==> config.mk <==
export PLATFORM = sky130hd
export DESIGN_NAME = accel_out_regs
export DESIGN_NICKNAME = d
export VERILOG_FILES = /design/src/rtl/accel_regs_pkg.sv /design/src/rtl/accel_ctrl.sv /design/src/rtl/accel_datapath.sv /design/src/rtl/accel_out_regs.sv
export SDC_FILE = /design/constraint.sdc
export NUM_CORES = 1
export LEC_CHECK = 0
export ABC_AREA = 1
export BUFFER_PORTS_ARGS = -buffer_cell sky130_fd_sc_hd__buf_2
export CAP_MARGIN = 20
export CORE_ASPECT_RATIO = 2
export CORE_UTILIZATION = 52
export DETAILED_ROUTE_END_ITERATION = 12
export MAX_ROUTING_LAYER = met4
export PLACE_DENSITY_LB_ADDON = 0.15
export SKIP_LAST_GASP = 1
export SYNTH_ARGS = -nofsm -noshare
export SYNTH_HDL_FRONTEND = slang
export SYNTH_SLANG_ARGS = --single-unit
==> constraint.sdc <==
create_clock -name clk -period 4.55 [get_ports clk]
set_input_delay 0.455 -clock clk [delete_from_list [all_inputs] [get_ports clk]]
set_output_delay 0.455 -clock clk [all_outputs]
set_load 0.02 [all_outputs]
==> src/rtl/accel_regs_pkg.sv <==
package accel_regs_pkg;
  localparam int AXES = 3;
  localparam int SAMPLE_W = 16;

  typedef struct packed {
    logic [1:0] power;
    logic [1:0] rate;
    logic       selfTest;
    logic       xEn;
    logic       yEn;
    logic       zEn;
    logic       fullScale;
    logic       freeze;
    logic       bigEndian;
    logic       intSel;
    logic       drdyEn;
  } cfg_t;

  typedef struct packed {
    logic       tick;
    logic       rdAxisHit;
    logic [1:0] rdAxis;
  } strobe_t;
endpackage

==> src/rtl/accel_ctrl.sv <==
module accel_ctrl
  import accel_regs_pkg::*;
#(
  parameter int unsigned CLK_HZ = 50_000_000,
  parameter int AW = 8
) (
  input  logic                             clk,
  input  logic                             rstN,
  input  logic                             wrEn,
  input  logic [AW-1:0]                    addr,
  input  logic [7:0]                       wrData,
  input  logic                             rdEn,
  input  logic [AXES-1:0][SAMPLE_W-1:0]    axisOut,
  output cfg_t                             cfg,
  output strobe_t                          strb,
  output logic [7:0]                       rdData
);
  localparam int unsigned TERM [4] = '{CLK_HZ/40, CLK_HZ/160, CLK_HZ/640, CLK_HZ/2560};
  localparam int CNT_W = $clog2(CLK_HZ/40 + 1);
  localparam logic [AW-1:0] A_CTRL_A = AW'(0);
  localparam logic [AW-1:0] A_CTRL_B = AW'(1);
  localparam logic [AW-1:0] A_AXIS_LO = AW'(2);
  localparam logic [AW-1:0] A_AXIS_HI = AW'(7);

  logic [CNT_W-1:0] cnt;
  logic             rateChg, tickNow, axisAddr, hiSel;
  logic [AW-1:0]    offs;
  logic [1:0]       axisIdx;
  logic [SAMPLE_W-1:0] selWord;

  assign rateChg = wrEn && (addr == A_CTRL_A) && (wrData[3:2] != cfg.rate);
  assign tickNow = (cfg.power != 2'b00) && (cnt == CNT_W'(TERM[cfg.rate] - 1));

  always_ff @(posedge clk) begin
    if (!rstN) begin
      cfg <= '{power: 2'b00, rate: 2'b00, selfTest: 1'b0, xEn: 1'b1, yEn: 1'b1,
               zEn: 1'b1, fullScale: 1'b0, freeze: 1'b0, bigEndian: 1'b0,
               intSel: 1'b0, drdyEn: 1'b0};
    end else if (wrEn && addr == A_CTRL_A) begin
      cfg.power    <= wrData[1:0];
      cfg.rate     <= wrData[3:2];
      cfg.selfTest <= wrData[4];
      cfg.xEn      <= wrData[5];
      cfg.yEn      <= wrData[6];
      cfg.zEn      <= wrData[7];
    end else if (wrEn && addr == A_CTRL_B) begin
      cfg.fullScale <= wrData[0];
      cfg.freeze    <= wrData[1];
      cfg.bigEndian <= wrData[2];
      cfg.intSel    <= wrData[3];
      cfg.drdyEn    <= wrData[4];
    end
  end

  always_ff @(posedge clk) begin
    if (!rstN || cfg.power == 2'b00 || rateChg || tickNow) cnt <= '0;
    else cnt <= cnt + 1'b1;
  end

  assign axisAddr = (addr >= A_AXIS_LO) && (addr <= A_AXIS_HI);
  assign offs     = addr - A_AXIS_LO;
  assign axisIdx  = offs[2:1];
  assign hiSel    = addr[0] ^ cfg.bigEndian;
  assign selWord  = (axisIdx < 2'(AXES)) ? axisOut[axisIdx] : '0;

  assign strb.tick      = tickNow;
  assign strb.rdAxisHit = rdEn && axisAddr;
  assign strb.rdAxis    = axisIdx;

  always_comb begin
    rdData = '0;
    if (addr == A_CTRL_A)
      rdData = {cfg.zEn, cfg.yEn, cfg.xEn, cfg.selfTest, cfg.rate, cfg.power};
    else if (addr == A_CTRL_B)
      rdData = {3'b000, cfg.drdyEn, cfg.intSel, cfg.bigEndian, cfg.freeze, cfg.fullScale};
    else if (axisAddr)
      rdData = hiSel ? selWord[15:8] : selWord[7:0];
  end
endmodule

==> src/rtl/accel_datapath.sv <==
module accel_datapath
  import accel_regs_pkg::*;
(
  input  logic                          clk,
  input  logic                          rstN,
  input  cfg_t                          cfg,
  input  strobe_t                       strb,
  input  logic [AXES-1:0][SAMPLE_W-1:0] sampleIn,
  output logic [AXES-1:0][SAMPLE_W-1:0] axisOut,
  output logic [AXES-1:0]               halfRead,
  output logic                          drdy
);
  logic [AXES-1:0] axisEn, secondRd;

  assign axisEn = {cfg.zEn, cfg.yEn, cfg.xEn};

  for (genvar i = 0; i < AXES; i++) begin : g_axis
    logic [SAMPLE_W-1:0] outR, shadowR;
    logic halfR, pendR, rdThis, frozen;

    assign rdThis      = strb.rdAxisHit && (strb.rdAxis == 2'(i));
    assign secondRd[i] = rdThis && halfR;
    assign frozen      = cfg.freeze && halfR && !secondRd[i];

    always_ff @(posedge clk) begin
      if (!rstN) begin
        outR <= '0; shadowR <= '0; halfR <= 1'b0; pendR <= 1'b0;
      end else begin
        if (rdThis) halfR <= !halfR;
        if (strb.tick && axisEn[i]) begin
          if (frozen) begin
            shadowR <= sampleIn[i];
            pendR   <= 1'b1;
          end else begin
            outR  <= sampleIn[i];
            pendR <= 1'b0;
          end
        end else if (secondRd[i] && pendR) begin
          outR  <= shadowR;
          pendR <= 1'b0;
        end
      end
    end

    assign axisOut[i]  = outR;
    assign halfRead[i] = halfR;
  end

  always_ff @(posedge clk) begin
    if (!rstN) drdy <= 1'b0;
    else if (strb.tick && cfg.drdyEn) drdy <= 1'b1;
    else if (!cfg.drdyEn || |secondRd) drdy <= 1'b0;
  end
endmodule

==> src/rtl/accel_out_regs.sv <==
module accel_out_regs
  import accel_regs_pkg::*;
#(
  parameter int unsigned CLK_HZ = 50_000_000
) (
  input  logic        clk,
  input  logic        rstN,
  input  logic        wrEn,
  input  logic [7:0]  addr,
  input  logic [7:0]  wrData,
  input  logic        rdEn,
  output logic [7:0]  rdData,
  input  logic [15:0] sampleX,
  input  logic [15:0] sampleY,
  input  logic [15:0] sampleZ,
  output logic        sampleTick,
  output logic        fullScale,
  output logic        selfTest,
  input  logic        intEvent,
  output logic        ready
);
  cfg_t    cfg;
  strobe_t strb;
  logic [AXES-1:0][SAMPLE_W-1:0] axisOut;
  logic [AXES-1:0]               halfRead;
  logic                          drdy;

  accel_ctrl #(.CLK_HZ(CLK_HZ), .AW(8)) uCtrl (
    .clk(clk), .rstN(rstN), .wrEn(wrEn), .addr(addr), .wrData(wrData),
    .rdEn(rdEn), .axisOut(axisOut), .cfg(cfg), .strb(strb), .rdData(rdData)
  );

  accel_datapath uData (
    .clk(clk), .rstN(rstN), .cfg(cfg), .strb(strb),
    .sampleIn({sampleZ, sampleY, sampleX}), .axisOut(axisOut),
    .halfRead(halfRead), .drdy(drdy)
  );

  assign sampleTick = strb.tick;
  assign fullScale  = cfg.fullScale;
  assign selfTest   = cfg.selfTest;
  assign ready      = cfg.intSel ? intEvent : drdy;
endmodule

**Yosys cells after proc, flatten, opt, wreduce, memory -nomap -nowiden**

Cells that the tools add are included.

- Flip-flop bits (word level): 137
- Word-level logic and storage cells: 128

- $add $sub $neg: 3
- Order comparisons: 5
- Equal/unequal tests: 8
- Bitwise gates (word level): 3
- Reductions and logical operators: 53
- Mux-type cells: 31

Operators with widths:

| operator | count |
|---|---|
| 2-to-1 mux 16 bit | 11 |
| binary-select mux 32 bit (select 2 bit) | 1 |
| 2-to-1 mux 21 bit | 2 |
| binary-select mux 16 bit (select 2 bit) | 1 |
| 2-to-1 mux 8 bit | 4 |
| logical AND 1 bit | 25 |
| adder 21 x 1 -> 21 bit (second input constant) | 1 |
| == test 21 bit | 1 |
| subtractor 21 x 1 -> 21 bit (second input constant) | 1 |
| AND reduction 2 bit | 7 |
| 2-to-1 mux 1 bit | 12 |
| nonzero test 2 bit | 5 |
| == test 8 x 1 -> 1 bit (second input constant) | 1 |
| greater-or-equal comparator 8 x 2 -> 1 bit (second input constant) | 1 |
| <= comparator 8 x 3 -> 1 bit (second input constant) | 1 |
| zero test 1 bit | 8 |
| zero test 8 bit | 1 |
| != test 2 bit (second input constant) | 3 |
| zero test 2 bit | 2 |
| logical OR 1 bit | 4 |
| greater-or-equal comparator 3 bit (second input constant) | 1 |
| less-than comparator 2 x 3 -> 1 bit (second input constant) | 1 |
| inverter 2 -> 3 bit | 1 |
| OR reduction 3 bit | 1 |
| 7 further kinds | 7 |

**Logic depth before layout (Yosys ltp)**

- Word-level depth: 10
- Mapped depth: 18
- Depth with buffers taken out: 16

**Modules after synthesis**

From an unflattened synthesis, not the netlist that was laid out.

- Cells, all modules: 1,155
- Area, all modules: 7,368.3 sq um

By module, submodules not included:

| module | cells an instance | times used | seq. area each (sq um) | area an instance (sq um) |
|---|---|---|---|---|
| accel_datapath | 718 | 1 | 2,062.0 | 4,668.2 |
| accel_ctrl | 433 | 1 | 680.7 | 2,685.1 |
| accel_out_regs | 4 | 1 | 0.0 | 15.0 |

**Worst setup path after synthesis**

No wires, ideal clock.

- Path type: input to output
- Start point: in addr[1]
- End point: out rdData[3]
- Setup slack: 2.068 ns
- Stages: 11
- Arrival: 2.027 ns
- Required time: 4.095 ns
- Cells stage by stage: buf_2 -> inv_1 -> ha_1 -> clkbuf_1 -> clkbuf_1 -> nand2_1 -> o211ai_1 -> nand3_1 -> o21ai_0 -> nand2_1 -> o211ai_1

- Word-level cells in the longest chain between the ends: 8

Ends and longest elaborated chain:

| what | RTL line | RTL |
|---|---|---|
| from (decl) | accel_out_regs.sv:9 | `input logic [7:0] addr,` |
| subtractor 3 x 2 -> 3 bit | accel_ctrl.sv:61 | `assign offs = addr - A_AXIS_LO;` |
| binary-select mux 16 bit (select 2 bit) | accel_ctrl.sv:64 | `assign selWord = (axisIdx < 2'(AXES)) ? axisOut[axisIdx] : '0;` |
| 2-to-1 mux 16 bit (not written as such) | accel_ctrl.sv:64 |  |
| 2-to-1 mux 16 bit | accel_ctrl.sv:64 |  |
| 2-to-1 mux 8 bit | accel_ctrl.sv:77 | `rdData = hiSel ? selWord[15:8] : selWord[7:0];` |
| 2-to-1 mux 8 bit | accel_ctrl.sv:76 | `else if (axisAddr)` |
| 2-to-1 mux 8 bit | accel_ctrl.sv:74 | `else if (addr == A_CTRL_B)` |
| 2-to-1 mux 8 bit * | accel_ctrl.sv:72 | `if (addr == A_CTRL_A)` |
| to (decl) | accel_out_regs.sv:12 | `output logic [7:0] rdData,` |

Every way passes the cells marked *; elsewhere a longest branch is shown, timed or not. The select of a mux whose other input is x is not followed.

**Worst setup path after layout**

- Start point: reg, netlist name uCtrl.cfg[9]
- End point: reg uData.g_axis[0].outR[5]

- Word-level cells in the longest chain between the ends: 10

Ends and longest elaborated chain:

| what | RTL line | RTL |
|---|---|---|
| inverter 2 -> 3 bit (not written as such) * | accel_ctrl.sv:32 | `assign tickNow = (cfg.power != 2'b00) && (cnt == CNT_W'(TERM[cfg.rate] - 1));` |
| binary-select mux 32 bit (select 2 bit) * | accel_ctrl.sv:32 |  |
| 2-to-1 mux 21 bit (not written as such) * (2 in series) | accel_ctrl.sv:32 |  |
| subtractor 21 x 1 -> 21 bit * | accel_ctrl.sv:32 |  |
| == test 21 bit * | accel_ctrl.sv:32 |  |
| logical AND 1 bit * | accel_ctrl.sv:32 |  |
| logical AND 1 bit * | accel_datapath.sv:30 | `if (strb.tick && axisEn[i]) begin` |
| != test 2 bit (no source line) or nonzero test 2 bit (tied branches) | -- |  |
| AND reduction 2 bit (no source line) | -- |  |
| to (signal assigned) | accel_datapath.sv:35 | `outR <= sampleIn[i];` |
| to (signal assigned) | accel_datapath.sv:39 | `outR <= shadowR;` |
| to (decl) | accel_datapath.sv:18 | `logic [SAMPLE_W-1:0] outR, shadowR;` |

Marks and branches as above.
A chain may end at the register's enable or synchronous reset.

==> flow_summary.json <==
{
  "outcome": "completed",
  "ys_types": 41,
  "post_cts_buffers": 0,
  "ys.warnings.count": 0,
  "powerDensity_nw_per_um2": 319,
  "diodes": 0,
  "place_area_um2": 8260,
  "maxCapViolCount": 0,
  "rr_startpoint": "uCtrl.cfg[9]",
  "r2r_slack_ns": 1.35,
  "synthMuxAreaShare_pct": 0,
  "initialDrtViolationCount": 466,
  "worstMarginPinSlew_ns": 1.01,
  "worstHoldStart": "wrData[7]",
  "synthesis.area_um2": 7850,
  "crit_arrival_ns": 3.52,
  "synth_compound_area_share_pct": 12.5,
  "vias": 7486,
  "finalHoldViolCount": 0,
  "postCtsHoldBufs": 0,
  "cts_buffers": 17,
  "fin_crit_sh_pct": 70.2,
  "clk-insertion-delay-late_ns": 0.43,
  "routabilityCongestion": 1.00,
  "fin_skew_ns": 0.00641,
  "hpwlAfterDp_mm": 16.7,
  "grt_start_max_net_pins": 91,
  "synth_area_leaders": "dfxtp_1, nand2_1, nor2_1, inv_1, nand3_1",
  "start_util_pct": 53.0,
  "synth_xor_area_share_pct": 0.876,
  "synth_edf_count": 0,
  "die_h_um": 176,
  "synth.most_common_cell": "nand2_1",
  "synthFlopType": "dfxtp_1",
  "clkTransAtPathRegs_ns": 0.06,
  "wire_per_inst_um": 15.3,
  "drive_gt1_share_pct": 16.8,
  "timing.fmax_mhz": 313,
  "worstRegToRegCells": 10,
  "pin_count": 81,
  "setup_viol": 0,
  "synthCells": 1196,
  "synth_top_family_by_area": "simple AND/OR/NAND/NOR gates",
  "antenna_found_initial": 0,
  "design_area_um2": 8920,
  "setup_tns_ns": 0,
  "hp-class": "in2reg",
  "synthToLayoutAreaGrowth_pct": 13.5,
  "gr-usage-all-layers_pct": 31.0,
  "cts_tree": "built",
  "drc": 0,
  "die_width_um": 88.9,
  "yosys.area.top_type_share_pct": 34.9,
  "cts-root-buf": "clkbuf_16",
  "hold_path_depth": 3,
  "port_buffers": 80,
  "vdd_drop_max_v": 0.000245,
  "min_to": "uCtrl.cfg[5]",
  "cp-start-kind": "register",
  "slew_violations": 0,
  "seq_area_frac_synth_pct": 34.9,
  "crit_type": "reg2reg",
  "clockBufferDepth": 2,
  "firstDrtPassIters": 5,
  "clock_sinks": 137,
  "core_area_um2": 14800,
  "die-area_um2": 15600,
  "synth_fa_ha_area_share_pct": 1.91,
  "nNetsFinal": 1330,
  "endpoint_kind": "register",
  "grt_pass1_wl_mm": 35.1,
  "critPathRequiredTime_ns": 4.87,
  "slew_headroom_pct": 32.4,
  "reg2reg_to": "uData.g_axis[0].outR[5]",
  "leakagePower_uw": 0.00413,
  "rsz0062_at_grt": "false",
  "fp-row-count": 63,
  "ant_nets": 0,
  "routed_wl_mm": 22.3,
  "synthArstFlopShare_pct": 0,
  "htree_levels": 4,
  "yosysTopAreaCell": "dfxtp_1",
  "synthSimpleGateAreaFrac_pct": 38.3,
  "synth-seq-cells": 137,
  "grt_overflow": 0,
  "syn_nets": 1277,
  "syn_area_per_cell_um2": 6.57,
  "path_max_fanout": 34,
  "first_global_vias": 7006,
  "yosys-top-cells-count": "nand2_1, nor2_1, inv_1, dfxtp_1, nand3_1",
  "cts-resized-gates": 0,
  "fillCellCount": 1533,
  "layout_min_cycle_time_ns": 3.20,
  "vias_per_cell": 5.14
}
-- per-layer routing --
metal / vias to the layer above / wire (um) / global-route usage (%)
li1: 3869 / - / -
met1: 3391 / 8260 / 30.5
met2: 166 / 12300 / 55.9
met3: 60 / 549 / 3.99
met4: 0 / 1260 / 18.3
met5: - / 0 / -
-- final cells by class --
cell class / count / area, um2 / area share, %
multi-input cells: 844 / 4210 / 47.2
flip-flops and latches: 137 / 2740 / 30.8
inverters: 163 / 617 / 6.92
repair buffers: 86 / 448 / 5.02
clock buffers: 18 / 439 / 4.92
well taps: 195 / 244 / 2.74
clock inverters: 14 / 220 / 2.47
-- sequential cells by signal, summed over array words and instances (netlist names) --
signal                cells
uData.g_axis.pendR        3
uData.g_axis.outR        48
uData.drdy                1
uCtrl.cfg                13
uData.g_axis.shadowR     48
uCtrl.cnt                21
uData.g_axis.halfR        3
-- worst max path at each step --
stage                       startpoint                      end  slack [ns]  depth (start not counted)
after floorplan                addr[1]                rdData[3]        2.07                         11
after global placement         addr[1]                rdData[2]        1.40                         11
after detailed placement  uCtrl.cfg[9]  uData.g_axis[0].outR[5]        1.33                         10
after CTS                 uCtrl.cfg[9]  uData.g_axis[0].outR[5]        1.32                         10
after global routing      uCtrl.cfg[9]  uData.g_axis[0].outR[3]        1.07                         11
final                     uCtrl.cfg[9]  uData.g_axis[0].outR[5]        1.35                         10
-- cells by family after synthesis --
family / count (synthesis)
DFF: 137
buffers and inverters: 215
adders and majority gates: 12
and+or+nand+nor: 642
AOI/OAI and AO/OA: 183
xor gates and xnor gates: 7
-- layout by cell type, fill, tap and decap left out, drive strengths merged --
cell type  count
a22o           3
a31oi          1
nand3b         3
nor3b          2
xor2           5
dfxtp        137
clkinv         8
o21bai         1
o21ai         92
a22oi          1
clkbuf        18
bufinv         5
nor2         177
nor4           3
clkinvlp       1
o221ai         1
o211ai        17
inv          163
nand3         82
a21oi         66
nor3          22
buf           86
nand2        343
ha            12
nand4         10
o21a           1
xnor2          2
-- stage by stage --
stage | cells | hold slack, ns | util, % | total power, uW | setup slack [ns]
2_1_floorplan | 1196 | 0.424 | - | 1280 | 2.07
3_3_place_gp | 1425 | 0.430 | 55.7 | 1340 | 1.40
3_5_place_dp | 1425 | 0.435 | 55.7 | 1340 | 1.33
4_1_cts | 1457 | 0.259 | 60.2 | 2870 | 1.32
5_1_grt | 1457 | 0.272 | 60.2 | 2930 | 1.07
6_report | 1457 | 0.268 | 60.2 | 2850 | 1.35
-- where the power goes --
part	total [uW]	leakage [uW]	internal [uW]	switching (uW)
combinational	111	0.00271	38.8	72.3
sequential	1200	0.00110	1200	0.781
clock	1540	0.000321	991	545
total	2850	0.00413	2230	618
-- worst max-delay path: stages, from the launching register on --
cell and delay, ns:
dfxtp_1 0.67, inv_6 0.11, ha_1 0.28, nand3b_1 0.25, xnor2_2 0.22, nor2_4 0.27, nand4_4 0.41, nand2_2 0.62
nand2_1 0.11, nand2_1 0.08, nor2_1 0.05
No activity file was read; power rests on OpenSTA's default activity.
